## src/rtl/pgi2c_pkg.sv

```systemverilog
package pgi2c_pkg;

    localparam int SYNC_STAGES = 2;

    typedef enum logic [2:0] {
        ST_IDLE,
        ST_ADDR,
        ST_AACK,
        ST_WBYTE,
        ST_WACK,
        ST_RBYTE,
        ST_RACK
    } st_e;

    typedef struct packed {
        logic scl_rise;
        logic scl_fall;
        logic start;
        logic stop;
        logic sda;
    } bus_ev_t;

    function automatic logic addr_hit(input logic [7:0] b, input logic [5:0] pfx);
        return b[7:2] == pfx;
    endfunction

endpackage

```

## src/rtl/pgi2c_line_sync.sv

```systemverilog
module pgi2c_line_sync #(
    parameter int   STAGES  = pgi2c_pkg::SYNC_STAGES,
    parameter logic RST_VAL = 1'b1
) (
    input  logic clk,
    input  logic rst,
    input  logic d,
    output logic q
);
    logic [STAGES-1:0] chain_q;

    always_ff @(posedge clk) begin
        if (rst) chain_q <= {STAGES{RST_VAL}};
        else     chain_q <= {chain_q[STAGES-2:0], d};
    end

    assign q = chain_q[STAGES-1];
endmodule

```

## src/rtl/pgi2c_bus_events.sv

```systemverilog
module pgi2c_bus_events
    import pgi2c_pkg::*;
(
    input  logic    clk,
    input  logic    rst,
    input  logic    scl_s,
    input  logic    sda_s,
    output bus_ev_t ev
);
    logic scl_q, sda_q;

    always_ff @(posedge clk) begin
        if (rst) begin
            scl_q <= 1'b1;
            sda_q <= 1'b1;
        end else begin
            scl_q <= scl_s;
            sda_q <= sda_s;
        end
    end

    always_comb begin
        ev.scl_rise = scl_s & ~scl_q;
        ev.scl_fall = ~scl_s & scl_q;
        ev.start    = scl_s & scl_q & sda_q & ~sda_s;
        ev.stop     = scl_s & scl_q & ~sda_q & sda_s;
        ev.sda      = sda_s;
    end
endmodule

```

## src/rtl/pgi2c_reg_bank.sv

```systemverilog
module pgi2c_reg_bank #(
    parameter int         NREG    = 2,
    parameter logic [7:0] RO_MASK = 8'h03,
    localparam int        IW      = (NREG > 1) ? $clog2(NREG) : 1
) (
    input  logic            clk,
    input  logic            rst,
    input  logic            we,
    input  logic [IW-1:0]   widx,
    input  logic [7:0]      wdata,
    input  logic [IW-1:0]   ridx,
    input  logic [7:0]      status,
    output logic [7:0]      rdata,
    output logic [NREG*8-1:0] regs_flat
);
    logic [7:0] store [NREG];
    logic [7:0] view  [NREG];

    for (genvar g = 0; g < NREG; g++) begin : g_reg
        localparam logic [7:0] MSK = (g == 0) ? RO_MASK : 8'h00;

        always_ff @(posedge clk) begin
            if (rst)                         store[g] <= '0;
            else if (we && widx == IW'(g))   store[g] <= (wdata & ~MSK) | (store[g] & MSK);
        end

        assign view[g] = (store[g] & ~MSK) | (status & MSK);
        assign regs_flat[g*8 +: 8] = store[g];
    end

    assign rdata = view[ridx];
endmodule

```

## src/rtl/pgi2c_regslave.sv

```systemverilog
module pgi2c_regslave
    import pgi2c_pkg::*;
#(
    parameter int         NREG     = 2,
    parameter logic [7:0] RO_MASK  = 8'h03,
    parameter logic [5:0] ADDR_PFX = 6'b000100
) (
    input  logic              clk,
    input  logic              rst,
    input  logic              scl_i,
    input  logic              sda_i,
    input  logic              pwr_good_i,
    input  logic [7:0]        status_i,
    output logic              sda_oe_o,
    output logic [NREG*8-1:0] ctrl_o
);
    localparam int IW = (NREG > 1) ? $clog2(NREG) : 1;

    logic    scl_s, sda_s;
    bus_ev_t ev;
    logic    start_w, stop_w, rise_w, fall_w;

    st_e           st_q;
    logic [2:0]    cnt_q;
    logic [6:0]    sh_q;
    logic          rw_q, seen9_q, mack_q, drv_q;
    logic [IW-1:0] idx_q;
    logic [7:0]    byte_in, rd_byte;
    logic          wr_en, ack_slot;

    function automatic logic [IW-1:0] nxt_idx(input logic [IW-1:0] i);
        return (i == IW'(NREG - 1)) ? '0 : i + 1'b1;
    endfunction

    pgi2c_line_sync u_scl_sync (.clk(clk), .rst(rst), .d(scl_i), .q(scl_s));
    pgi2c_line_sync u_sda_sync (.clk(clk), .rst(rst), .d(sda_i), .q(sda_s));

    pgi2c_bus_events u_events (.clk(clk), .rst(rst), .scl_s(scl_s), .sda_s(sda_s), .ev(ev));

    assign start_w = ev.start;
    assign stop_w  = ev.stop;
    assign rise_w  = ev.scl_rise;
    assign fall_w  = ev.scl_fall;

    assign byte_in = {sh_q, ev.sda};
    assign wr_en   = (st_q == ST_WBYTE) && ev.scl_rise && (cnt_q == 3'd7)
                     && pwr_good_i && !ev.start && !ev.stop;

    pgi2c_reg_bank #(.NREG(NREG), .RO_MASK(RO_MASK)) u_bank (
        .clk(clk), .rst(rst), .we(wr_en), .widx(idx_q), .wdata(byte_in),
        .ridx(idx_q), .status(status_i), .rdata(rd_byte), .regs_flat(ctrl_o)
    );

    always_ff @(posedge clk) begin
        if (rst) begin
            st_q    <= ST_IDLE;
            cnt_q   <= '0;
            sh_q    <= '0;
            rw_q    <= 1'b0;
            seen9_q <= 1'b0;
            mack_q  <= 1'b0;
            drv_q   <= 1'b0;
            idx_q   <= '0;
        end else if (ev.start) begin
            st_q    <= ST_ADDR;
            cnt_q   <= '0;
            idx_q   <= '0;
            drv_q   <= 1'b0;
            seen9_q <= 1'b0;
        end else if (ev.stop) begin
            st_q  <= ST_IDLE;
            drv_q <= 1'b0;
        end else begin
            case (st_q)
                ST_ADDR: if (ev.scl_rise) begin
                    sh_q  <= byte_in[6:0];
                    cnt_q <= cnt_q + 3'd1;
                    if (cnt_q == 3'd7) begin
                        if (addr_hit(byte_in, ADDR_PFX) && pwr_good_i) begin
                            rw_q    <= byte_in[0];
                            st_q    <= ST_AACK;
                            seen9_q <= 1'b0;
                        end else begin
                            st_q <= ST_IDLE;
                        end
                    end
                end
                ST_AACK, ST_WACK: begin
                    if (ev.scl_rise) seen9_q <= 1'b1;
                    if (ev.scl_fall) begin
                        if (!seen9_q) begin
                            drv_q <= 1'b1;
                        end else begin
                            cnt_q <= '0;
                            if (st_q == ST_AACK && rw_q) begin
                                st_q  <= ST_RBYTE;
                                sh_q  <= rd_byte[6:0];
                                drv_q <= ~rd_byte[7];
                            end else begin
                                st_q  <= ST_WBYTE;
                                drv_q <= 1'b0;
                            end
                        end
                    end
                end
                ST_WBYTE: if (ev.scl_rise) begin
                    sh_q  <= byte_in[6:0];
                    cnt_q <= cnt_q + 3'd1;
                    if (cnt_q == 3'd7) begin
                        if (pwr_good_i) begin
                            idx_q   <= nxt_idx(idx_q);
                            st_q    <= ST_WACK;
                            seen9_q <= 1'b0;
                        end else begin
                            st_q <= ST_IDLE;
                        end
                    end
                end
                ST_RBYTE: if (ev.scl_fall) begin
                    if (cnt_q == 3'd7) begin
                        drv_q   <= 1'b0;
                        st_q    <= ST_RACK;
                        seen9_q <= 1'b0;
                    end else begin
                        cnt_q <= cnt_q + 3'd1;
                        drv_q <= ~sh_q[6];
                        sh_q  <= {sh_q[5:0], 1'b0};
                    end
                end
                ST_RACK: begin
                    if (ev.scl_rise) begin
                        seen9_q <= 1'b1;
                        mack_q  <= ~ev.sda;
                        if (!ev.sda) idx_q <= nxt_idx(idx_q);
                    end
                    if (ev.scl_fall && seen9_q) begin
                        if (mack_q) begin
                            st_q  <= ST_RBYTE;
                            cnt_q <= '0;
                            sh_q  <= rd_byte[6:0];
                            drv_q <= ~rd_byte[7];
                        end else begin
                            st_q <= ST_IDLE;
                        end
                    end
                end
                default: ;
            endcase
        end
    end

    assign ack_slot = (st_q == ST_AACK) || (st_q == ST_WACK);
    assign sda_oe_o = drv_q & (~ack_slot | pwr_good_i);

endmodule

```

## config.mk

```make
export PLATFORM = sky130hd
export DESIGN_NAME = pgi2c_regslave
export DESIGN_NICKNAME = d
export VERILOG_FILES = /design/src/rtl/pgi2c_pkg.sv /design/src/rtl/pgi2c_line_sync.sv /design/src/rtl/pgi2c_bus_events.sv /design/src/rtl/pgi2c_reg_bank.sv /design/src/rtl/pgi2c_regslave.sv
export SDC_FILE = /design/constraint.sdc
export NUM_CORES = 1
export LEC_CHECK = 0
export BUFFER_PORTS_ARGS = -buffer_cell sky130_fd_sc_hd__buf_2
export CAP_MARGIN = 30
export CORE_MARGIN = 2
export CORE_UTILIZATION = 51
export CTS_CLUSTER_SIZE = 30
export DETAILED_ROUTE_END_ITERATION = 6
export PLACE_DENSITY = 0.82
export SETUP_SLACK_MARGIN = 0.02
export SYNTH_ARGS = -nofsm -noshare
export SYNTH_HDL_FRONTEND = slang
export SYNTH_SLANG_ARGS = --single-unit
```

## constraint.sdc

```tcl
create_clock -name clk -period 1.9 [get_ports clk]
set_clock_uncertainty 0.05 [all_clocks]
set_input_delay 0.38 -clock clk [delete_from_list [all_inputs] [get_ports clk]]
set_output_delay 0.38 -clock clk [all_outputs]
set_load 0.01 [all_outputs]
```

After elaboration in Yosys (flattened, before gate mapping)
Memory sizes are Yosys's and may differ from the RTL's. Index checks and enable logic that the tools add are counted.

Register bits after elaboration: 24. Bits in latches: 0. Bits in writable memories: 16. Bits in read-only memories: 0. Input port bits: 13. Output and inout port bits: 17. Memories kept: 1.

Add/subtract/negate cells: 2. $mul: 0. Div/mod/pow operators: 0. Order comparisons: 1. Equal/unequal tests: 35. Shift operators: 0. Multiplexer cells: 71. Bitwise logic cells: 24. Reduce and logical (&&, ||, !) cells: 33.

Memories: u_bank.store (words 2, bits a word 8, rd ports 2, clocked after Yosys merged registers in 0, wr ports 2, line pgi2c_reg_bank.sv:16) `logic [7:0] store [NREG];`.

Operators by type and width (number): 2-to-1 mux 3 bit (19); 2-to-1 mux 7 bit (8); 2-to-1 mux 8 bit (5); 2-to-1 mux 1 bit (32); inequality test 4 bit, second input constant (8); inequality test 2 bit, second input constant (15); case mux 7 bit (4 select lines) (1); AND reduction 11 bit (2); AND reduction 10 bit (2); bitwise OR 8 x 2 -> 8 bit (2); case mux 3 bit (5 select lines) (1); equality test 3 bit, second input constant (4); case mux 3 bit (4 select lines) (1); logical AND 1 bit (10); inverter 1 bit (10); AND reduction 9 bit (1); bitwise AND 1 bit (8); nonzero test 4 bit (2); AND reduction 7 bit (1); nonzero test 7 bit (1); equality test 3 x 2 -> 1 bit, second input constant (2); equality test 6 x 3 -> 1 bit, second input constant (1); inequality test 2 x 1 -> 1 bit, second input constant (3); AND reduction 6 bit (1); other kinds (20) (26).

Logic depth before layout (Yosys ltp)
Word-level depth: 12. Depth in mapped cells: 9. Gate-level depth less buffers: 7.

Cells and area by module
From an unflattened synthesis, not the netlist that was laid out.

Cells, all modules: 230. Area, all modules: 2222.1 sq um.

By module, submodules not included: pgi2c_regslave (instances 1, cells each 162, area each 1326.3 sq um, sequential area each 360.3 sq um); pgi2c_reg_bank (instances 1, cells each 51, area each 698.2 sq um, sequential area each 420.4 sq um); pgi2c_line_sync (instances 2, cells each 4, area each 52.6 sq um, sequential area each 40.0 sq um); pgi2c_bus_events (instances 1, cells each 9, area each 92.6 sq um, sequential area each 40.0 sq um).

Worst setup path after synthesis
No wires, ideal clock.

Path type: register to register. Start: register cnt_q[0]. End: register sh_q[0]. Setup time: 0.134 ns. Arrival time: 1.783 ns. Data required time: 1.716 ns. Path slack: -0.067 ns. Cell stages (with the launch flop): 10. Path buffers: 2. Clock period less this slack: 1.967 ns. Cell sequence: dfxtp_1 ha_1 ha_1 nand3_1 o21ai_0 or4_4 buf_6 buf_6 o21ai_2 o41ai_2.

Longest elaborated chain between the ends: 3.

RTL lines: start, declared (line pgi2c_regslave.sv:24) `logic [2:0] cnt_q;`; start signal, assigned (line pgi2c_regslave.sv:77) `cnt_q <= cnt_q + 3'd1;`; start signal, assigned (line pgi2c_regslave.sv:108) `cnt_q <= cnt_q + 3'd1;`; start signal, assigned (line pgi2c_regslave.sv:125) `cnt_q <= cnt_q + 3'd1;`; equality test 3 bit (line pgi2c_regslave.sv:120) `if (cnt_q == 3'd7) begin`; inequality test 2 bit (no source line); AND reduction 11 bit (no source line); end signal, assigned (line pgi2c_regslave.sv:107) `sh_q <= byte_in[6:0];`; end signal, assigned (line pgi2c_regslave.sv:127) `sh_q <= {sh_q[5:0], 1'b0};`; end signal, assigned (line pgi2c_regslave.sv:140) `sh_q <= rd_byte[6:0];`; end, declared (line pgi2c_regslave.sv:25) `logic [6:0] sh_q;`.

Every way passes these cells. A chain may end at the register's enable or synchronous reset.

Worst setup path after layout
Start: register st_q[0]. End: register sh_q[2].

Longest elaborated chain between the ends: 4. Elaborated cells on any way between the ends: 20. Classes of those cells: eq/ne: 14; mux: 1; reduce/logical: 5.

RTL lines: start, declared (line pgi2c_regslave.sv:23) `st_e st_q;`; start signal, assigned (line pgi2c_regslave.sv:56) `st_q <= ST_IDLE;`; start signal, assigned (line pgi2c_regslave.sv:65) `st_q <= ST_ADDR;`; start signal, assigned (line pgi2c_regslave.sv:71) `st_q <= ST_IDLE;`; equality test 3 x 2 -> 1 bit, or another cell as far along (line pgi2c_regslave.sv:74, pgi2c_regslave.sv:95); OR reduction 2 bit, or another cell as far along (line pgi2c_regslave.sv:74) `case (st_q)`; inequality test 2 bit (no source line), or another cell as far along; AND reduction 11 bit (no source line); end signal, assigned (line pgi2c_regslave.sv:76) `sh_q <= byte_in[6:0];`; end signal, assigned (line pgi2c_regslave.sv:97) `sh_q <= rd_byte[6:0];`; end signal, assigned (line pgi2c_regslave.sv:107).

Several ways; a longest one is shown, not always the timed one.

==> flow_summary.yaml <==
power_and_ir_drop:
  power_mw: 1.89
  power_frac_seq_pct: 47.1
  power_density_mw_per_mm2: 697
  vdd.ir_drop.worst_mv: 0.377
  clock_power_share_pct: 42.9
  p_leak_nw: 1.06
  p_switching_mw: 0.424
  sw_frac_of_total_pct: 22.4
  intPower_mw: 1.46
  power_frac_comb_pct: 10.0
synthesis:
  synth_xor_area_share_pct: 0.834
  yosysTopAreaCell: "dfxtp_1"
  synth.distinct_cells: 54
  yosysWarnings: 0
  synth.area.mux_share_pct: 5.84
  synth_seq_cells: 38
  synth-main-ff-cell: "dfxtp_1"
  synth_compound_area_share_pct: 18.9
  postSynthAreaPerCell_um2: 9.46
  synth_top_area_share_pct: 22.9
  synthSimpleGateAreaFrac_pct: 24.5
  synth-seq-area-share_pct: 42.9
  netlist_area_mm2: 0.00210
  synth-edff-count: 14
  netlist_instances: 222
  synthArstFlopShare_pct: 0
  synth.area.top_cells: "dfxtp_1, edfxtp_1, mux2i_1"
  synth_top_family_by_area: "simple AND/OR/NAND/NOR gates"
  synth_fa_ha_area_share_pct: 1.79
routing:
  drt_iter0_drc: 150
  drt_first_pass_iters: 4
  vias_per_cell: 5.94
  via_count: 1896
  wl_um: 5360
  wl_per_cell_um: 16.8
  ant_nets: 0
  drc_errors: 0
timing:
  rsz0062_at_grt: "yes"
  finalSetupViolations: 0
  drv_slew: 0
  finalWorstSetupSlack_ns: 0.0301
  finalHoldViolCount: 0
  max_freq_mhz: 535
  hold_ws_ns: 0.226
  min_period_ns: 1.87
  tightest_slew_ns: 0.499
  post-route-period-util_pct: 98.4
  timing.setup.tns_ns: 0
  max-slew-margin-rel_pct: 66.5
hold_path:
  hold_class: "in2reg"
  hold_path_end: "u_sda_sync.chain_q[0]$_SDFF_PP1_"
  hp-start: "sda_i"
  hold-path-cell-count: 2
cts:
  clk_latency_ns: 0.29
  clkTransAtPathRegs_ns: 0.08
  cts_sinks: 38
  cts_root_buffer: "clkbuf_8"
  cts_buffer_depth: 2
  h-tree-depth: 2
  cts_tree: "done"
  cts_buffers: 5
grt:
  grt_pass1_vias: 1673
  track_usage_pct: 23.3
  grt_pass1_wl_um: 8020
  antenna_found_initial: 0
  grt_max_degree: 22
  grt_overflow: 0
layout:
  finish.net_count: 284
  drive_gt1_share_pct: 36.1
  fill_cells: 309
  final_common_cell: "buf_4"
  seq_area_um2: 912
  n_antenna_cell: 0
  syn_to_final_growth_pct: 28.8
  multiInputGateArea_mm2: 0.00123
  final_cell_mix: "buf_4, buf_2, a21oi_1, dfxtp_1, nor2_1"
  fin_util_pct: 68.1
setup_path:
  critPathKind: "reg2reg"
  required_ns: 2.02
  worstPathMaxFanout: 8
  reg2reg_to: "sh_q[2]$_SDFFE_PP0P_"
  rrSetupSlack_ns: 0.03
  startpoint_type: "register"
  reg2reg_depth: 5
  critPathCaptureType: "register"
  r2r_start: "st_q[0]$_SDFFE_PP0P_"
  arrival_ns: 1.99
place:
  port_buffers: 21
  preCtsSetupSlack_ns: 0.0199
  dp_hpwl_um: 3560
  place.gp.congestion: 0.893
run:
  maxCapViolations: 0
die:
  die_w_um: 68.2
  ioPinCount: 30
  rows: 23
  die_h_um: 68.2
  coreArea_mm2: 0.00397
  initial_core_util_pct: 52.9
  die-area_mm2: 0.00465
run_status:
  outcome: "finished clean"
## per-layer routing
layer,part of all wire (%),vias to the layer above,global-route usage [%],wire length [µm]
li1,-,902,-,-
met1,45,931,31.0,2410
met2,49,53,37.4,2610
met3,4.0,10,4.93,215
met4,2.3,0,8.25,122
met5,0,-,0,0
## cell families (layout without fill, tap and decap cells)
logic type	Yosys count	count (layout)
simple gates	90	92
compound gates	57	57
flops	38	38
buf+inv	19	63
mux	12	12
fa+ha+maj	3	3
xor+xnor	2	2
other cells	1	2
## stage by stage
| stage | instance area (µm²) | cells |
|---|---|---|
| 5_1_grt | 2710 | 319 |
| 6_report | 2710 | 319 |
| 4_1_cts | 2580 | 317 |
| 3_3_place_gp | 2430 | 308 |
| 2_1_floorplan | 2120 | 223 |
| 3_5_place_dp | 2430 | 308 |
## how the worst max path moves through the flow
stage,startpoint,endpoint,slack [ns],depth (start not counted)
after floorplan,st_q[1]$_SDFFE_PP0P_,u_bank.store[0][2]$_SDFFCE_PN0P_,0.05,4
after global placement,u_scl_sync.chain_q[1]$_SDFF_PP1_,sh_q[4]$_SDFFE_PP0P_,0.07,4
after detailed placement,cnt_q[0]$_SDFFE_PP0P_,sh_q[3]$_SDFFE_PP0P_,0.02,6
after CTS,cnt_q[0]$_SDFFE_PP0P_,sh_q[3]$_SDFFE_PP0P_,0.02,6
after global routing,cnt_q[0]$_SDFFE_PP0P_,sh_q[0]$_SDFFE_PP0P_,-0.01,7
final,st_q[0]$_SDFFE_PP0P_,sh_q[2]$_SDFFE_PP0P_,0.03,5
## registers in the layout, indices dropped and copies added, names as in the netlist
register            flops
u_scl_sync.chain_q      2
sh_q                    7
mack_q                  1
cnt_q                   3
u_sda_sync.chain_q      2
drv_q                   1
u_bank.store           14
rw_q                    1
seen9_q                 1
u_events.scl_q          1
st_q                    3
idx_q                   1
u_events.sda_q          1
## synth_stat cells, types with 2 or more instances
master	count
a21oi_1	19
nand3b_1	3
and2_1	13
nor2_1	18
a21o_1	2
dfxtp_1	24
nand3_1	7
nand2_1	8
mux2_2	2
nor3_1	6
o21ai_1	4
or3_1	2
mux2i_1	10
or2_2	6
o41ai_1	4
o41ai_2	3
nand4_1	2
clkbuf_1	4
buf_4	4
nor4_1	2
nand2b_1	3
edfxtp_1	14
o21ai_2	3
o21ai_0	6
ha_1	3
a31oi_1	2
o21bai_1	3
buf_2	4
nor2b_1	10
a211oi_1	3
xnor2_1	2
inv_1	3
buf_6	2
## power groups by stage
stage | registers (mW) | logic [mW] | clock network, mW
floorplan | 0.911 | 0.101 | 0
global placement | 0.907 | 0.166 | 0
detailed placement | 0.908 | 0.170 | 0
CTS | 0.890 | 0.175 | 0.819
global route | 0.893 | 0.201 | 0.861
finish | 0.889 | 0.188 | 0.810
## worst max-delay path, cell delays in order, from the launching register on
cell,delay (ns)
dfxtp_1,0.43
nand2b_1,0.18
a21oi_1,0.16
or4_4,0.65
o21ai_1,0.19
o41ai_2,0.09
## what timing repair did
item | 4_1_cts | 5_1_grt
endpoints found under the setup margin | 5 | 25
pin swaps | 0 | 10
gates resized for setup | 7 | 23
hold buffers | 0 | 0
buffers inserted | 0 | 1
gates cloned | 1 | 1
## cell type report
cell class | count | share of cell area (%)
clock buffers | 5 | 2.54
clock inverters | 3 | 2.36
repair buffers | 51 | 13.2
well taps | 50 | 2.31
multi-input cells | 168 | 45.3
flip-flops and latches | 38 | 33.7
inverters | 4 | 0.555
Power figures use the tool's default switching activity.
